`src/rtl/pwr_wake_ctl.sv`:
```
module pwr_wake_ctl #(
  parameter int N_INT     = 4,
  parameter int BASE_LOG2 = 11,
  parameter int STEP_LOG2 = 2,
  parameter int CNT_W     = 18
) (
  input  logic             clk,
  input  logic             rst_n,
  input  logic             pd_req,
  input  logic             dly_wr,
  input  logic [1:0]       dly_val,
  input  logic [N_INT-1:0] ext_int_n,
  input  logic [N_INT-1:0] int_en,
  input  logic [N_INT-1:0] int_lvl,
  output logic             osc_en,
  output logic             cpu_clk_en,
  output logic             ready,
  output logic             pd_bit
);
  typedef enum logic [1:0] {S_RUN, S_SLEEP, S_SETTLE} state_t;

  state_t           state;
  logic [1:0]       dly_sel;
  logic [CNT_W-1:0] cnt;
  logic [CNT_W-1:0] term;
  logic             wake;

  assign wake       = |(~ext_int_n & int_en & int_lvl);
  assign osc_en     = (state != S_SLEEP) | wake;
  assign cpu_clk_en = (state == S_RUN);

  always_comb begin
    int unsigned shamt;
    shamt = BASE_LOG2 + STEP_LOG2 * int'(dly_sel);
    term  = (CNT_W'(1) << shamt) - CNT_W'(1);
  end

  always_ff @(posedge clk or negedge rst_n) begin
    if (!rst_n) begin
      state   <= S_SETTLE;
      cnt     <= '0;
      dly_sel <= 2'b00;
      pd_bit  <= 1'b0;
      ready   <= 1'b0;
    end else begin
      ready <= 1'b0;
      if (dly_wr) dly_sel <= dly_val;
      case (state)
        S_RUN: if (pd_req) begin
          state  <= S_SLEEP;
          pd_bit <= 1'b1;
        end
        S_SLEEP: if (wake) begin
          state <= S_SETTLE;
          cnt   <= '0;
        end
        S_SETTLE: if (cnt == term) begin
          state  <= S_RUN;
          cnt    <= '0;
          pd_bit <= 1'b0;
          ready  <= 1'b1;
        end else begin
          cnt <= cnt + CNT_W'(1);
        end
        default: state <= S_RUN;
      endcase
    end
  end
endmodule


```
`config.mk`:
```
export PLATFORM = sky130hd
export DESIGN_NAME = pwr_wake_ctl
export DESIGN_NICKNAME = d
export VERILOG_FILES = /design/src/rtl/pwr_wake_ctl.sv
export SDC_FILE = /design/constraint.sdc
export NUM_CORES = 1
export LEC_CHECK = 0
export CAP_MARGIN = 20
export CORE_ASPECT_RATIO = 0.75
export CORE_MARGIN = 10
export CORE_UTILIZATION = 57
export DETAILED_ROUTE_END_ITERATION = 7
export HOLD_SLACK_MARGIN = 0.12
export PLACE_DENSITY_LB_ADDON = 0.1
export SLEW_MARGIN = 20
export SYNTH_ARGS = -nofsm -noshare
export SYNTH_HDL_FRONTEND = slang
export SYNTH_SLANG_ARGS = --single-unit
```
`constraint.sdc`:
```
create_clock -name clk -period 5.64 [get_ports clk]
set_input_delay 0.564 -clock clk [delete_from_list [all_inputs] [get_ports clk]]
set_output_delay 0.564 -clock clk [all_outputs]
set_load 0.1 [all_outputs]
```
==> results of run 1 <==
## routing by layer
metal / track usage, % / part of all wire (%)
met5: 0 / 0
met4: 4.77 / 1.5
met3: 4.53 / 8.4
met2: 22.2 / 49
met1: 17.0 / 41
## how the worst max path moves through the flow
| stage | end | slack, ns | cells past startpoint |
|---|---|---|---|
| finish | osc_en | 2.51 | 6 |
| global route | osc_en | 2.42 | 6 |
| CTS | osc_en | 2.50 | 6 |
| detailed placement | osc_en | 2.50 | 6 |
| global placement | osc_en | 2.55 | 6 |
| floorplan | cnt[10] | 3.31 | 10 |
## report_power, final
part | switching (mW) | internal [mW]
sequential | 0.0398 | 0.203
combinational | 0.151 | 0.0654
clock | 0.0518 | 0.0395
## registers in the layout, indices dropped and copies added (netlist names)
register and flops:
ready 1, pd_bit 1, dly_sel 2, state 2, cnt 18
## layout by cell type, fill, tap and decap left out, types with 3 or more instances in the layout
master,synthesis,final
sky130_fd_sc_hd__dfrtp_1,23,23
sky130_fd_sc_hd__nand2_1,21,21
sky130_fd_sc_hd__nor2_1,20,20
sky130_fd_sc_hd__clkdlybuf4s50_1,0,20
sky130_fd_sc_hd__a21oi_1,14,14
sky130_fd_sc_hd__xnor2_1,12,12
sky130_fd_sc_hd__nand4_1,7,7
sky130_fd_sc_hd__inv_1,6,6
sky130_fd_sc_hd__o21ai_0,6,6
sky130_fd_sc_hd__a211oi_1,4,4
sky130_fd_sc_hd__nand3_1,4,4
sky130_fd_sc_hd__ha_1,4,4
sky130_fd_sc_hd__and2_1,3,3
sky130_fd_sc_hd__o22ai_1,3,3
sky130_fd_sc_hd__nor3_1,3,3
sky130_fd_sc_hd__or3_1,3,3
sky130_fd_sc_hd__clkbuf_4,0,3
## area by class of cell
cell class / instances / area, µm² / area share, %
multi-input cells: 126 / 776 / 45.9
flip-flops and latches: 24 / 602 / 35.6
repair buffers: 22 / 213 / 12.6
well taps: 34 / 42.5 / 2.51
clock buffers: 4 / 36.3 / 2.14
inverters: 6 / 22.5 / 1.33
## critical path, stage by stage
cell and delay [ns]:
sky130_fd_sc_hd__clkdlybuf4s50_1 0.47, sky130_fd_sc_hd__nand2_1 0.05, sky130_fd_sc_hd__o22ai_1 0.20, sky130_fd_sc_hd__nor2_1 0.06, sky130_fd_sc_hd__nand2_1 0.08, sky130_fd_sc_hd__clkdlybuf4s50_1 1.14
## logic make-up after synthesis
group,Yosys count,synth area share (%)
AND/OR/NAND/NOR,71,24.1
AO/OA/AOI/OAI,36,17.3
flip-flops,24,42.1
XOR/XNOR,14,8.57
buffers and inverters,11,3.67
adder cells (fa/ha/maj),4,3.50
multiplexers,1,0.787
## stage by stage
| stage | power [mW] | cells |
|---|---|---|
| 6_report | 0.551 | 216 |
| 2_1_floorplan | 0.397 | 161 |
| 3_5_place_dp | 0.460 | 212 |
| 5_1_grt | 0.585 | 216 |
| 3_3_place_gp | 0.450 | 212 |
| 4_1_cts | 0.551 | 216 |
==> results.py, run 1 <==
metrics = {
    "critical_path": {
        "r2r_slack_ns": 2.96,
        "worst_setup_path_startpoint": "int_lvl[3]",
        "critical_path_peak_fanout": 2,
        "critPathCaptureType": "primary output",
        "critPathArrivalTime_ns": 2.57,
        "r2r-start": "dly_sel[0]",
        "worst-setup-path-type": "input port to primary output",
        "startpoint_type": "input port",
        "reg2reg_depth": 9,
        "regToRegEndpoint": "cnt[2]",
        "worst-endpoint-required_ns": 5.08,
    },
    "timing": {
        "relSlewSlack_pct": 34.7,
        "final.setup.worst_slack_ns": 2.51,
        "hold-worst-slack_ns": 0.206,
        "report.final.hold_viol_count": 0,
        "setup_viol": 0,
        "post-route-period-util_pct": 55.5,
        "maxClockFrequency_mhz": 319,
        "setup_total_negative_slack_ns": 0,
        "drv_slew": 0,
        "rsz0062_at_grt": "no",
        "clock_skew_ns": 0.00781,
        "post-route-min-period_ns": 3.13,
        "max_slew.worst_pin.slew_ns": 0.976,
    },
    "clock_network": {
        "clkLatencyLatePin_ns": 0.32,
        "clock-sinks": 24,
        "holdBufCountCts": 0,
        "buffer_levels_on_the_longest_clock_path": 2,
        "clock_tree_from_tritoncts": "yes",
        "cts-buffers-inserted": 3,
        "cts-root-buf": "sky130_fd_sc_hd__clkbuf_4",
        "clock_tree.htree_level_count": 1,
        "cts_resized": 0,
        "cts_setup_buffers": 0,
        "clkSlewWorstSetupHoldPaths_ns": 0.13,
    },
    "logic_synthesis": {
        "syn_inst": 161,
        "sequential_area_share_after_synthesis_pct": 42.1,
        "synth.top_cell.area_share_pct": 40.2,
        "synthesis.area_um2": 1430,
        "synth_async_sr_flop_share_pct": 100,
        "dominantRegCellSynth": "sky130_fd_sc_hd__dfrtp_1",
        "avgSynthCellArea_um2": 8.88,
        "synth_fp_nets": 183,
        "synth-seq-cells": 24,
        "synth.top_cells.by_area": "sky130_fd_sc_hd__dfrtp_1 (40%), sky130_fd_sc_hd__xnor2_1 (7.3%), sky130_fd_sc_hd__nand2_1 (5.5%), sky130_fd_sc_hd__nor2_1 (5.2%), sky130_fd_sc_hd__a21oi_1 (4.9%)",
        "netlist_top_cells_count": "sky130_fd_sc_hd__dfrtp_1 (23), sky130_fd_sc_hd__nand2_1 (21), sky130_fd_sc_hd__nor2_1 (20), sky130_fd_sc_hd__a21oi_1 (14), sky130_fd_sc_hd__xnor2_1 (12)",
        "netlist-cell-type-count": 37,
        "yosysWarnings": 0,
        "synth_enable_flop_cells": 0,
        "library_cell_with_the_highest_instance_count_after_synthesis": "sky130_fd_sc_hd__dfrtp_1",
        "top_cell_type_by_total_area_after_synthesis": "sky130_fd_sc_hd__dfrtp_1",
    },
    "global_route": {
        "grt_antenna_before_repair": 0,
        "wire_length_of_the_first_global_routing_pass_um": 5580,
        "grt_start_max_net_pins": 25,
        "grt_use_total_pct": 13.9,
        "globalRouteOverflowTotal": 0,
        "via_count_of_the_first_global_routing_pass": 1183,
    },
    "drt": {
        "drtIter0Drc": 134,
        "via_count": 1284,
        "remaining_drcs": 0,
        "drt-pass1-iter-count": 4,
        "finalWirelength_um": 3510,
        "vias_per_cell": 5.94,
        "antenna_left": 0,
        "wl_per_cell_um": 16.3,
    },
    "place": {
        "dpl_cell_area_um2": 1660,
        "pre_cts_slack_ns": 2.50,
        "detailed_place_hpwl_um": 2660,
        "place.gp.congestion": 0.895,
        "port-buffer-count": 21,
    },
    "pwr": {
        "power-per-cell-area_nw_per_um2": 326,
        "power.static_leakage_nw": 0.654,
        "vdd_ir_drop_max_mv": 0.260,
    },
    "final_layout": {
        "fin_area_um2": 1690,
        "antennaDiodeCount": 0,
        "filler_cell_count": 197,
        "post_route_cells_drive_above_1_share_pct": 6.59,
        "core_util_final_pct": 72.1,
        "final_nets": 205,
        "layout-area-overhead-vs-synth_pct": 18.3,
    },
    "hold_path": {
        "holdCritPathClass": "input port to asynchronous set/reset pin",
    },
    "floorplanning": {
        "io_pins": 22,
        "floorplan.initialDensity_pct": 61.0,
        "die_area_um2": 4930,
        "die_w_um": 77.8,
        "core_area_um2": 2350,
        "rows": 15,
        "die_h_um": 63.4,
    },
    "status": {
        "outcome": "finished clean",
    },
    "run": {
        "cap_violations": 0,
    },
}
Power figures use the tool's default switching activity.
==> run 2, diff against run 1 <==
CORE_UTILIZATION = 48   (was 57)
clock period = 2.8 ns   (was 5.64 ns; I/O delays follow)
==> run 2 against run 1 <==
  * Clock power rose by 130%
  * Register-to-register slack got worse by 2.8 ns
  * Sequential power grew 100%
  * Critical path type is now register to register
  * Critical endpoint is now cnt[14]
  * Largest power group unchanged
==> results.py, run 2 (synthesized netlist as in run 1, its figures left out) <==
metrics = {
    "drt": {
        "finalWirelength_um": 3410,
        "vias_per_cell": 5.57,
        "met2RoutedLength_um": 1640,
        "drtIter0Drc": 104,
        "remaining_drcs": 0,
        "wl_per_cell_um": 15.4,
        "routedLengthMet1_um": 1530,
        "via_count": 1232,
        "topRoutingLayerUsed": "met4",
        "drt-pass1-iter-count": 4,
        "dr_wl_met3_um": 206,
        "antenna_left": 0,
    },
    "timing": {
        "setup_viol": 0,
        "post-route-period-util_pct": 93.3,
        "relSlewSlack_pct": 57.8,
        "drv_slew": 0,
        "post-route-min-period_ns": 2.61,
        "report.final.hold_viol_count": 0,
        "setup_total_negative_slack_ns": 0,
        "maxClockFrequency_mhz": 383,
        "clock_skew_ns": 0.00746,
        "rsz0062_at_grt": "no",
        "max_slew.worst_pin.slew_ns": 0.624,
        "hold-worst-slack_ns": 0.362,
    },
    "final_layout": {
        "layout-area-overhead-vs-synth_pct": 19.4,
        "antennaDiodeCount": 0,
        "largest_register_ff_count": 18,
        "final_common_cell": "sky130_fd_sc_hd__dfrtp_1",
        "top_regs": "cnt (18), dly_sel (2), state (2)",
        "regMostFlops": "cnt",
        "final_nets": 206,
        "post_route_cells_drive_above_1_share_pct": 8.20,
        "layout_common_cells": "sky130_fd_sc_hd__dfrtp_1 (23), sky130_fd_sc_hd__nand2_1 (21), sky130_fd_sc_hd__nor2_1 (20), sky130_fd_sc_hd__clkdlybuf4s50_1 (17), sky130_fd_sc_hd__a21oi_1 (14)",
    },
    "run": {
        "cap_violations": 0,
    },
    "place": {
        "place.gp.congestion": 0.847,
        "detailed_place_hpwl_um": 2700,
        "port-buffer-count": 21,
    },
    "global_route": {
        "grt_antenna_before_repair": 0,
        "wire_length_of_the_first_global_routing_pass_um": 5800,
        "grt_start_max_net_pins": 25,
        "grt_use_total_pct": 12.8,
        "via_count_of_the_first_global_routing_pass": 1206,
        "globalRouteOverflowTotal": 0,
    },
    "critical_path": {
        "worst-endpoint-required_ns": 2.93,
        "critPathArrivalTime_ns": 2.75,
        "worst-setup-path-type": "register to register",
        "startpoint_type": "register",
        "timing.critical_path.slowest_cell_delay_ns": 0.58,
        "worst_path_cell_trace": "and2_1, inv_1, ha_1, xnor2_1, nor2_1, o2111ai_1, or4_4, o21ai_4, a21oi_1",
        "critPathCaptureType": "register",
        "slowest_cell_on_the_critical_path": "sky130_fd_sc_hd__or4_4",
        "critical_path_peak_fanout": 16,
    },
    "clock_network": {
        "cts_resized": 0,
        "cts-root-buf": "sky130_fd_sc_hd__clkbuf_8",
        "holdBufCountCts": 0,
        "clkSlewWorstSetupHoldPaths_ns": 0.08,
        "clock_tree.htree_level_count": 1,
        "clock-sinks": 24,
        "cts-buffers-inserted": 3,
        "buffer_levels_on_the_longest_clock_path": 2,
        "clock_tree_from_tritoncts": "yes",
        "cts_setup_buffers": 0,
        "clkLatencyLatePin_ns": 0.27,
    },
    "floorplanning": {
        "die_area_um2": 5590,
        "floorplan.initialDensity_pct": 49.4,
        "rows": 17,
        "die_h_um": 67.3,
        "core_area_um2": 2890,
        "io_pins": 22,
        "die_w_um": 83.0,
    },
    "pwr": {
        "switching_share_pct": 42.7,
        "power.static_leakage_nw": 0.663,
        "power-per-cell-area_nw_per_um2": 653,
        "cell_internal_pwr_uw": 638,
        "vdd_ir_drop_max_mv": 0.378,
        "seq_power_share_pct": 43.6,
        "power_frac_comb_pct": 37.8,
        "net_switching_power_figure_uw": 476,
        "clockPowerShare_pct": 18.6,
    },
    "status": {
        "outcome": "finished clean",
    },
    "hold_path": {
        "holdCritPathClass": "input port to asynchronous set/reset pin",
    },
}
-- run 2: cell count changes in the layout (fill, tap and decap cells not counted) --
cell and delta:
sky130_fd_sc_hd__buf_4 +5, sky130_fd_sc_hd__clkbuf_4 -3, sky130_fd_sc_hd__clkdlybuf4s50_1 -3, sky130_fd_sc_hd__clkbuf_8 +2
sky130_fd_sc_hd__buf_2 -1, sky130_fd_sc_hd__clkbuf_1 +1
-- run 2: layout make-up --
cell class                 count  area, µm²
tap                           38       47.5
timing repair buffer          23        215
fill                         279       1180
inverter                       6       22.5
clock buffer                   4       45.0
multi-input combinational    126        776
sequential                    24        602
-- run 2: power by group through the flow --
stage                     Clock (mW)  Sequential, mW  Combinational (mW)
after CTS                      0.213           0.485               0.427
after floorplan                    0           0.493               0.307
after global placement             0           0.486               0.417
after detailed placement           0           0.492               0.425
final                          0.207           0.486               0.422
after global routing           0.230           0.496               0.468
-- run 2: worst paths after layout --
path,from,endpoint,slack (ns),depth (start not counted)
worst min register to register,pd_bit,pd_bit,0.52,2
worst min-delay path,rst_n,ready,0.36,2
max in group asynchronous,rst_n,state[1],2.15,2
worst max register to register,dly_sel[0],cnt[14],0.19,9
worst max-delay path,dly_sel[0],cnt[14],0.19,9
min in group clk,pd_bit,pd_bit,0.52,2
-- run 2: worst max-delay path: cells and delay by family, from the launching register on --
| family | cells | cell delay, ns |
|---|---|---|
| and+or+nand+nor | 3 | 0.89 |
| adders and majority gates | 1 | 0.29 |
| DFF | 1 | 0.45 |
| buffers and inverters | 1 | 0.09 |
| AOI/OAI and AO/OA | 3 | 0.63 |
| xor gates and xnor gates | 1 | 0.13 |
-- run 2: per-stage QoR --
stage / setup slack (ns) / utilization (%) / instances / cell area, µm² / total power [mW]
after detailed placement: 0.191 / 57.5 / 217 / 1660 / 0.917
after CTS: 0.176 / 59.0 / 221 / 1710 / 1.13
after global placement: 0.253 / 57.5 / 217 / 1660 / 0.904
final: 0.187 / 59.0 / 221 / 1710 / 1.11
after floorplan: 0.474 / - / 161 / 1430 / 0.799
after global routing: 0.00700 / 59.0 / 221 / 1710 / 1.19
-- run 2: per-layer routing --
layer	track usage, %	vias to the layer above
met5	0	-
met4	4.03	0
met3	4.33	4
met2	21.4	29
met1	15.3	586
li1	-	613
